==> src/rtl/pxc_pkg.sv <==
package pxc_pkg;
  localparam int unsigned PXC_CNT_W       = 5;
  localparam int unsigned PXC_CFG_W       = 12;
  localparam int unsigned PXC_SYNC_STAGES = 2;
endpackage

==> src/rtl/pxc_edge_sync.sv <==
// Multi-stage synchronizer followed by a rising-edge detector.
module pxc_edge_sync #(
  parameter int unsigned STAGES = 2
) (
  input  logic clk,
  input  logic rst_n,
  input  logic d,
  output logic rise
);
  logic [STAGES:0] sh;

  always_ff @(posedge clk or negedge rst_n) begin
    if (!rst_n) sh <= '0;
    else        sh <= {sh[STAGES-1:0], d};
  end

  assign rise = sh[STAGES-1] & ~sh[STAGES];
endmodule

==> src/rtl/pxc_sat_counter.sv <==
// Saturating up-counter with a clear that may preload one.
module pxc_sat_counter #(
  parameter int unsigned W = 5
) (
  input  logic         clk,
  input  logic         rst_n,
  input  logic         clr,
  input  logic         inc,
  output logic [W-1:0] q
);
  localparam logic [W-1:0] TOP = '1;

  always_ff @(posedge clk or negedge rst_n) begin
    if (!rst_n)               q <= '0;
    else if (clr)             q <= inc ? W'(1) : '0;
    else if (inc && q != TOP) q <= q + W'(1);
  end
endmodule

==> src/rtl/pxc_cfg_chain.sv <==
// Serial settings chain: {cfg, mask_on, mask_off}, shifted left.
module pxc_cfg_chain #(
  parameter int unsigned CFG_W = 12
) (
  input  logic             clk,
  input  logic             rst_n,
  input  logic             load_en,
  input  logic             sdi,
  output logic             sdo,
  output logic [CFG_W-1:0] cfg_q,
  output logic             mask_on_q,
  output logic             mask_off_q
);
  localparam int unsigned CHAIN_W = CFG_W + 2;
  logic [CHAIN_W-1:0] chain;

  always_ff @(posedge clk or negedge rst_n) begin
    if (!rst_n)       chain <= '0;
    else if (load_en) chain <= {chain[CHAIN_W-2:0], sdi};
  end

  assign cfg_q      = chain[CHAIN_W-1:2];
  assign mask_on_q  = chain[1];
  assign mask_off_q = chain[0];
  assign sdo        = chain[CHAIN_W-1];
endmodule

==> src/rtl/pixel_pingpong_counter.sv <==
module pixel_pingpong_counter
  import pxc_pkg::*;
#(
  parameter int unsigned CNT_W       = PXC_CNT_W,
  parameter int unsigned CFG_W       = PXC_CFG_W,
  parameter int unsigned SYNC_STAGES = PXC_SYNC_STAGES
) (
  input  logic             clk,
  input  logic             rst_n,
  input  logic             disc_in,
  input  logic             count_tick,
  input  logic             rd_strobe,
  input  logic             cfg_load_en,
  input  logic             cfg_sdi,
  output logic             cfg_sdo,
  output logic [CFG_W-1:0] cfg_word,
  output logic             mask_off,
  output logic             mask_on,
  output logic [CNT_W-1:0] held_count,
  output logic             held_nz
);
  logic                  hit_edge;
  logic                  hit;
  logic                  strobe_q;
  logic                  swap;
  logic                  sel;
  logic [1:0][CNT_W-1:0] cnt;
  logic [CNT_W-1:0]      act_count;

  pxc_edge_sync #(.STAGES(SYNC_STAGES)) u_sync (
    .clk  (clk),
    .rst_n(rst_n),
    .d    (disc_in),
    .rise (hit_edge)
  );

  pxc_cfg_chain #(.CFG_W(CFG_W)) u_cfg (
    .clk       (clk),
    .rst_n     (rst_n),
    .load_en   (cfg_load_en),
    .sdi       (cfg_sdi),
    .sdo       (cfg_sdo),
    .cfg_q     (cfg_word),
    .mask_on_q (mask_on),
    .mask_off_q(mask_off)
  );

  assign hit  = (hit_edge | (mask_on & count_tick)) & ~mask_off;
  assign swap = rd_strobe & ~strobe_q;

  always_ff @(posedge clk or negedge rst_n) begin
    if (!rst_n) begin
      strobe_q <= 1'b0;
      sel      <= 1'b0;
      held_nz  <= 1'b0;
    end else begin
      strobe_q <= rd_strobe;
      if (swap) begin
        sel     <= ~sel;
        held_nz <= |act_count;
      end
    end
  end

  for (genvar g = 0; g < 2; g++) begin : g_bank
    logic is_act;
    logic clr_g;
    logic inc_g;
    assign is_act = (sel == 1'(g));
    assign clr_g  = swap & ~is_act;
    assign inc_g  = hit & (swap ? ~is_act : is_act);
    pxc_sat_counter #(.W(CNT_W)) u_cnt (
      .clk  (clk),
      .rst_n(rst_n),
      .clr  (clr_g),
      .inc  (inc_g),
      .q    (cnt[g])
    );
  end

  assign act_count  = cnt[sel];
  assign held_count = cnt[~sel];
endmodule

==> config.mk <==
export PLATFORM = sky130hd
export DESIGN_NAME = pixel_pingpong_counter
export DESIGN_NICKNAME = d
export VERILOG_FILES = /design/src/rtl/pxc_pkg.sv /design/src/rtl/pxc_edge_sync.sv /design/src/rtl/pxc_sat_counter.sv /design/src/rtl/pxc_cfg_chain.sv /design/src/rtl/pixel_pingpong_counter.sv
export SDC_FILE = /design/constraint.sdc
export NUM_CORES = 1
export LEC_CHECK = 0
export ABC_AREA = 1
export CORE_MARGIN = 2
export CORE_UTILIZATION = 45
export CTS_CLUSTER_DIAMETER = 100
export CTS_CLUSTER_SIZE = 14
export DETAILED_ROUTE_END_ITERATION = 10
export GPL_ROUTABILITY_DRIVEN = 1
export PLACE_DENSITY = 0.68
export REMOVE_ABC_BUFFERS = 1
export SLEW_MARGIN = 10
export SYNTH_ARGS = -nofsm -noshare
export SYNTH_HDL_FRONTEND = slang
export SYNTH_HIERARCHICAL = 1
export SYNTH_SLANG_ARGS = --single-unit
==> constraint.sdc <==
create_clock -name clk -period 2.11 [get_ports clk]
set_input_delay 0.5275 -clock clk [delete_from_list [all_inputs] [get_ports clk]]
set_output_delay 0.5275 -clock clk [all_outputs]
set_load 0.1 [all_outputs]
==> out/metrics.yaml, run 1 <==
outcome: "completed"
cts_tree: "yes"
initial_core_util: 0.474
first_iter_violations: 40
final_cells: 260
critical_path_buf_inv_count: 2
worst_pin_slew_ps: 373
drive_gt1_frac: 0.199
min_from: "u_sync/sh[0]"
max_freq_mhz: 535
arrival_ps: 1340
num_vias: 1216
clk_path_buf_depth: 2
place_inst: 252
hp-class: "reg2reg"
port_buffers: 27
die-area_um2: 3680
ant_nets: 0
finalCriticalPeriod_ps: 1870
slowest_stage: "dfrtp_1"
drtPass1Iterations: 4
hold_viol_final: 0
synth_edf_count: 0
synth_ff_type: "dfrtp_1"
drc_errors: 0
diodes: 0
setup_viol: 0
cts_resized: 0
synth_commonest_cells: "77 x nand2_1, 30 x dfrtp_1, 16 x nor2_1"
synth-seq-area-share: 0.519
cts_buffers: 5
synth.distinct_cells: 17
end_kind: "output port"
core.rowCount: 20
wl_per_cell_um: 11.0
routed_wl_um: 2860
clk_pin_slew_worst_paths_ps: 100
leakagePower_uw: 0.00101
synth-seq-cells: 30
fin_crit_sh: 0.886
irDropWorstVdd_v: 0.000636
grt_pass1_wl_um: 4670
vias_per_cell: 4.68
post-dp-hpwl_um: 2070
skew_ps: 10.6
rsz0062_at_grt: "no"
synth_area_per_cell_um2: 7.99
slowest_delay_ps: 470
hold_buffers: 0
synthArstFlopShare: 1.00
yosys_warnings: 6
timing.final.max_slew_violations: 0
pwr_density_cell_nw_per_um2: 1290
maxCapViolCount: 0
syn_inst: 181
grt_start_max_net_pins: 31
slew_headroom: 0.751
fp.dieH_um: 60.7
h-tree-depth: 2
gr-usage-all-layers: 0.178
r2r-start: "g_bank[1].is_act"
syn_to_final_growth_pct: 27.1
overflow: 0
ys_top_cells_by_area: "dfrtp_1 52%, nand2_1 20%, ha_1 5.2%"
yosys.area.top_type: "dfrtp_1"
synth_area_um2: 1450
critPathLaunchType: "register"
cp_top_family: "flip-flops"
required_ps: 1580
io_pins: 28
crit_chain: "inv_2 -> nand2_1 -> nand2_1 -> buf_12"
first_global_vias: 1078
cts-root-buf: "clkbuf_4"
tns_ps: 0
globalplace.congestion: 0.816
antenna_found_initial: 0
finalNetCount: 228
die_width_um: 60.7
crit_path_frequent_cell: "nand2_1"
cp-startpoint: "g_bank[1].is_act"
core-area_um2: 3050
synth_top_cell_area_share: 0.519
yosysMostFrequentCell: "nand2_1"
critPathKind: "reg2out"
cts.sink_count: 30
clock_latency_ps: 330
post_cts_buffers: 0
cp_max_fo: 8
final_util: 0.602
[cells in the final DEF (no fill, tap or decap), drive strengths merged]
cell and count:
clkdlybuf4s50 6, ha 6, nand2 79, dfrtp 30, o21bai 1, nor2 20
inv 20, clkinv 1, clkbuf 7, a21oi 2, o211ai 2, o21ai 3
nand3 15, buf 24
[sequential cells by signal, indices dropped and copies added (netlist names)]
| register | flops |
|---|---|
| held_nz | 1 |
| g_bank.is_act | 1 |
| u_cfg/chain | 14 |
| u_sync/sh | 3 |
| g_bank.u_cnt/q | 10 |
| strobe_q | 1 |
[path summary, 6_finish.rpt]
kind	endpoint	slack (ps)	cells past startpoint
setup / recovery	held_count[4]	240	4
hold / removal	u_sync/sh[1]	360	0
setup reg to reg	g_bank[0].u_cnt/q[3]	450	9
hold reg to reg	u_sync/sh[1]	360	0
max in group asynchronous	u_sync/sh[1]	1250	2
min in group asynchronous	g_bank[1].u_cnt/q[2]	570	2
[layout make-up]
class                   instances  area, um^2
multi-input cells             128         594
repair buffers                 30         303
inverters                      20        75.1
flip-flops and latches         30         751
clock buffers                   7        55.1
well taps                      44        55.1
fillers                       297        1210
clock inverters                 1        5.00
[logic make-up after synthesis]
logic type      count (synthesis)  synth area share
compound gates                  8            0.0329
fa+ha+maj                       6            0.0519
buf+inv                        23            0.0701
flops                          30             0.519
simple gates                  114             0.326
[where the power goes]
part / switching, uW / internal, uW / leakage [uW]
Sequential: 128 / 682 / 0.000390
Combinational: 873 / 319 / 0.000588
Clock: 199 / 161 / 0.0000353
Total: 1200 / 1160 / 0.00101
[through the flow]
step / setup slack, ps / area (um^2) / power [uW] / hold slack [ps]
global placement: -12.6 / 1780 / 2000 / 338
global route: 143 / 1840 / 2500 / 376
CTS: 242 / 1840 / 2380 / 361
detailed placement: -103 / 1780 / 2010 / 341
floorplan: 89.3 / 1420 / 1670 / 232
finish: 240 / 1840 / 2360 / 360
[per-layer routing]
layer  GRT usage  part of all wire  up-vias  wire length, um
met5           0                 0        -                0
met4      0.0745             0.010        0               30
met3      0.0682             0.054        5              155
met2       0.284              0.47       35             1350
met1       0.217              0.46      554             1320
li1            -                 -      622                -
Note: power is estimated with default switching activity, not from simulation.
==> inputs of run 2 (changes only) <==
RECOVER_POWER = 100   (was unset)
==> out/metrics.yaml, run 2 (same netlist as run 1, synthesis figures left out) <==
finalCriticalPeriod_ps: 1930  # +62.7 ps
max_freq_mhz: 517  # -3.2%
leakagePower_uw: 0.000995  # -1.8%
reg2reg_setup_slack_ps: 490  # +40 ps
routed_wl_um: 2840  # -0.49%
largest-register: "u_cfg/chain"
syn_to_final_growth_pct: 22.1
die_width_um: 60.7  # unchanged
cts_resized: 0  # unchanged
ant_nets: 0  # unchanged
final_area_um2: 1770  # -3.9%
first_global_vias: 1078  # unchanged
setup_viol: 0  # unchanged
power_switching_uw: 1190  # -0.73%
vias_per_cell: 4.64  # -0.82%
clkPwrFrac: 0.156  # +0.004
io_pins: 28  # unchanged
maxCapViolCount: 0  # unchanged
drive_gt1_frac: 0.185  # -0.0139
wl_met1_um: 1320  # about the same
layout.cells.most_common_list: "79 x nand2_1, 30 x dfrtp_1, 17 x clkbuf_2"
largest_registers: "u_cfg/chain x14, g_bank.u_cnt/q x10, u_sync/sh x3"
p_sw_frac: 0.518  # +0.0104
dpl-instance-area_um2: 1780  # unchanged
skew_ps: 10.2  # -0.440 ps
arrival_ps: 1410  # +70 ps
port_buffers: 27  # unchanged
crit_chain: "inv_2 -> nand2_1 -> nand2_1 -> clkbuf_4"
timing.rr.end: "g_bank[0].u_cnt/q[3]"
globalplace.congestion: 0.816  # unchanged
cellInternalPower_uw: 1110  # -4.8%
drtPass1Iterations: 4  # unchanged
required_ps: 1580  # about the same
hp-class: "reg2reg"
pwr_density_cell_nw_per_um2: 1300  # +1.3%
rsz0062_at_grt: "no"
worstRegToRegCells: 9  # unchanged
r2r-start: "g_bank[1].is_act"
cp_top_family: "buffers and inverters"
slowest_stage: "dfrtp_1"
path_depth: 4  # unchanged
overflow: 0  # unchanged
critPathLaunchType: "register"
first_iter_violations: 34  # -15%
largest_reg_flops: 14  # unchanged
wl_met3_um: 140  # -9.7%
outcome: "completed"
cp_max_fo: 8  # unchanged
slowest_delay_ps: 470  # about the same
top_layer_used: "met4"
slew_headroom: 0.514  # -0.238
post_cts_buffers: 0  # unchanged
power.total_uw: 2300  # -2.7%
gr-usage-all-layers: 0.178  # unchanged
fin_crit_sh: 0.916  # +0.0297
grt_pass1_wl_um: 4670  # unchanged
clock_latency_ps: 330  # about the same
cts.sink_count: 30  # unchanged
final_cells: 260  # unchanged
cts-root-buf: "clkbuf_4"
whs_path_depth: 0  # unchanged
finalNetCount: 228  # unchanged
critPathKind: "reg2out"
core.rowCount: 20  # unchanged
wl_per_cell_um: 10.9  # -0.49%
cts_tree: "yes"
worst_pin_slew_ps: 730  # +357 ps
critical_path_buf_inv_count: 2  # unchanged
initial_core_util: 0.474  # unchanged
place_inst: 252  # unchanged
clk_pin_slew_worst_paths_ps: 100  # about the same
h-tree-depth: 2  # unchanged
hold_buffers: 0  # unchanged
diodes: 0  # unchanged
core-area_um2: 3050  # unchanged
holdPathEnd: "u_sync/sh[1]"
timing.final.max_slew_violations: 0  # unchanged
fp.dieH_um: 60.7  # unchanged
antenna_found_initial: 0  # unchanged
hold_viol_final: 0  # unchanged
end_kind: "output port"
pwr-share-seq: 0.352  # +0.009
final_common_cell: "nand2_1"
irDropWorstVdd_v: 0.000620  # -2.5%
clk_path_buf_depth: 2  # unchanged
crit_path_frequent_cell: "nand2_1"
grt_start_max_net_pins: 31  # unchanged
p_comb_frac: 0.493  # -0.012
die-area_um2: 3680  # unchanged
post-dp-hpwl_um: 2070  # unchanged
num_vias: 1206  # -0.82%
routed-wl-met2_um: 1350  # +0.30%
tns_ps: 0  # unchanged
cp-startpoint: "g_bank[1].is_act"
min_from: "u_sync/sh[0]"
cts_buffers: 5  # unchanged
drc_errors: 0  # unchanged
## run 2: changes by cell type in the layout (fill, tap and decap cells not counted)
cell and delta:
nand2_1 +2, buf_12 -2, clkbuf_2 +17, inv_2 -1, nand2_2 -2, dlygate4sd3_1 +3
clkbuf_4 +2, clkdlybuf4s50_1 -3, inv_1 +1, buf_4 -17
## run 2: power by group through the flow
stage               clock [uW]  combinational [uW]  sequential (uW)
CTS                        374                1200              808
detailed placement           0                1200              818
finish                     358                1130              808
global placement             0                1180              814
global route               398                1210              829
floorplan                    0                 498             1170
## run 2: through the flow
stage	util	setup WS (ps)	hold slack (ps)
2_1_floorplan	-	89.3	232
3_3_place_gp	0.582	-12.6	338
4_1_cts	0.602	242	361
6_report	0.578	177	360
3_5_place_dp	0.582	-103	341
5_1_grt	0.578	76.2	376
## run 2: final cells by class
class                      instances  area (um^2)
clock inverter                     1         5.00
tap                               44         55.1
multi-input combinational        128          589
inverter                          20         75.1
clock buffer                       7         55.1
sequential                        30          751
timing repair buffer              30          235
fill                             317         1290
## run 2: worst max path at each step
stage	to	slack, ps
floorplan	cfg_sdo	90
global placement	g_bank[1].u_cnt/q[3]	-10
detailed placement	g_bank[1].u_cnt/q[3]	-100
CTS	held_count[1]	240
global route	held_count[3]	80
finish	held_count[3]	180
## run 2: routing by layer
layer | track usage | up-vias
li1 | - | 620
met1 | 0.217 | 551
met2 | 0.284 | 30
met3 | 0.0682 | 5
met4 | 0.0745 | 0
met5 | 0 | -
==> inputs of run 3 (changes only) <==
CORE_UTILIZATION = 50   (was 45)
GPL_TIMING_DRIVEN = 0   (was unset)
PLACE_DENSITY = 0.74   (was 0.68)
==> out/metrics.yaml, run 3 (same netlist as run 1, synthesis figures left out) <==
slowest_delay_ps: 830  # +360 ps
hp-class: "reg2reg"
h-tree-depth: 2  # unchanged
end_kind: "output port"
drc_errors: 0  # unchanged
wl_per_cell_um: 11.7  # +7.3%
cts_buffers: 5  # unchanged
final_common_cell: "nand2_1"
r2r-start: "g_bank[1].is_act"
min_from: "u_sync/sh[0]"
tns_ps: 0  # unchanged
skew_ps: 8.89  # -1.30 ps
grt_pass1_wl_um: 5060  # +8.3%
die-area_um2: 3340  # -9.4%
largest_registers: "u_cfg/chain x14, g_bank.u_cnt/q x10, u_sync/sh x3"
worstRegToRegCells: 9  # unchanged
cp_max_fo: 3  # -5
routed_wl_um: 2850  # +0.28%
rsz0062_at_grt: "no"
setup_slack_ps: 53.2  # -124 ps
dp_slack_ps: -273  # -171 ps
pwr_density_cell_nw_per_um2: 1340  # +3.0%
largest_reg_flops: 14  # unchanged
outcome: "finished, violations left"
slew_headroom: -0.0358  # -0.549
initial_core_util: 0.525  # +0.0507
gr-usage-all-layers: 0.203  # +0.0245
violations: "max-capacitance violations, max-slew violations"
critPathKind: "reg2out"
core.rowCount: 19  # -5.0%
whs_path_depth: 0  # unchanged
final_cells: 243  # -6.5%
first_global_vias: 1197  # +11%
post_cts_buffers: 0  # unchanged
leakagePower_uw: 0.000976  # -1.8%
port_buffers: 27  # unchanged
timing.final.max_slew_violations: 31  # +31
layout.cells.most_common_list: "79 x nand2_1, 30 x dfrtp_1, 16 x nor2_1"
place_inst: 236  # -6.3%
finalNetCount: 225  # -1.3%
power.total_uw: 2330  # +1.5%
io_pins: 28  # unchanged
reg2reg_setup_slack_ps: 450  # -40 ps
required_ps: 1580  # about the same
hold_buffers: 0  # unchanged
vias_per_cell: 4.99  # +7.6%
timing.rr.end: "g_bank[0].u_cnt/q[3]"
core-area_um2: 2760  # -9.7%
globalplace.congestion: 0.823  # +0.81%
drive_gt1_frac: 0.156  # -0.0295
critical_path_buf_inv_count: 1  # -1
arrival_ps: 1530  # +120 ps
drtPass1Iterations: 4  # unchanged
clk_path_buf_depth: 2  # unchanged
die_width_um: 57.8  # -4.8%
final_util: 0.631  # +0.0528
hold_viol_final: 0  # unchanged
fin_crit_sh: 0.975  # +0.0588
worst_pin_slew_ps: 1550  # +824 ps
syn_to_final_growth_pct: 20.3
cp_top_family: "buffers and inverters"
slowest_stage: "clkdlybuf4s15_1"
largest-register: "u_cfg/chain"
holdPathEnd: "u_sync/sh[1]"
ant_nets: 0  # unchanged
max_freq_mhz: 486  # -6.0%
clock_latency_ps: 330  # about the same
antenna_found_initial: 0  # unchanged
maxCapViolCount: 1  # +1
first_iter_violations: 38  # +12%
crit_chain: "clkdlybuf4s15_1"
finalCriticalPeriod_ps: 2060  # +124 ps
cts.sink_count: 30  # unchanged
irDropWorstVdd_v: 0.00126  # +100%
cts-root-buf: "clkbuf_4"
fp.dieH_um: 57.8  # -4.8%
diodes: 0  # unchanged
num_vias: 1213  # +0.58%
grt_start_max_net_pins: 31  # unchanged
clk_pin_slew_worst_paths_ps: 90  # about the same
post-dp-hpwl_um: 2070  # -0.14%
critPathLaunchType: "register"
cts_tree: "yes"
overflow: 0  # unchanged
setup_viol: 0  # unchanged
[run 3: cell types whose count changed in the layout (fill, tap and decap cells not counted), sizes merged]
cell,before,now
clkdlybuf4s15,0,7
clkbuf,26,19
buf,5,2
dlygate4sd3,3,2
bufinv,0,1
clkinv,1,0
[run 3: through the flow]
stage / hold WS (ps) / cell area, um^2
after global routing: 374 / 1740
after detailed placement: 343 / 1720
after CTS: 223 / 1770
after floorplan: 232 / 1420
final: 359 / 1740
after global placement: 336 / 1730
[run 3: how the worst max path moves through the flow]
| stage | slack (ps) | endpoint | depth (start not counted) | startpoint |
|---|---|---|---|---|
| after global routing | 5 | cfg_word[7] | 1 | u_cfg/chain[9] |
| after CTS | 1 | cfg_word[8] | 1 | u_cfg/chain[10] |
| after detailed placement | -270 | held_count[2] | 4 | g_bank[1].is_act |
| after global placement | -240 | held_count[3] | 4 | g_bank[1].is_act |
| final | 50 | cfg_word[3] | 1 | u_cfg/chain[5] |
| after floorplan | 90 | cfg_sdo | 0 | u_cfg/chain[13] |
[run 3: cell type report]
type | instances | area [um^2]
well taps | 31 | 38.8
fillers | 263 | 1020
inverters | 20 | 75.1
clock inverters | 1 | 30.0
multi-input cells | 128 | 589
clock buffers | 6 | 51.3
flip-flops and latches | 30 | 751
repair buffers | 27 | 205
[run 3: worst register-to-register path, cell delays in order, from the launching register on]
cell,delay [ps]
dfrtp_1,480
inv_2,120
ha_1,300
inv_1,50
nor2_1,150
inv_1,110
nor2_4,150
nand3_1,90
nand2_1,60
nor2_1,40
[run 3: routing by layer]
metal  global-route usage  routed length (um)  up-vias
li1                     -                   -      619
met1                0.247                1260      549
met2                0.326                1340       36
met3               0.0536                 175        9
met4                0.113                  80        0
met5                    0                   0        -
[run 3: report_power, final]
group | total, uW | switching (uW) | internal, uW | leakage, uW
Sequential | 806 | 124 | 682 | 0.000390
Combinational | 1060 | 858 | 204 | 0.000542
Clock | 466 | 190 | 276 | 0.0000443
[run 3: timing repair]
action / 4_1_cts / 5_1_grt
hold endpoints to repair: 0 / 0
gates resized for setup: 52 / 20
setup endpoints to repair: 21 / 16
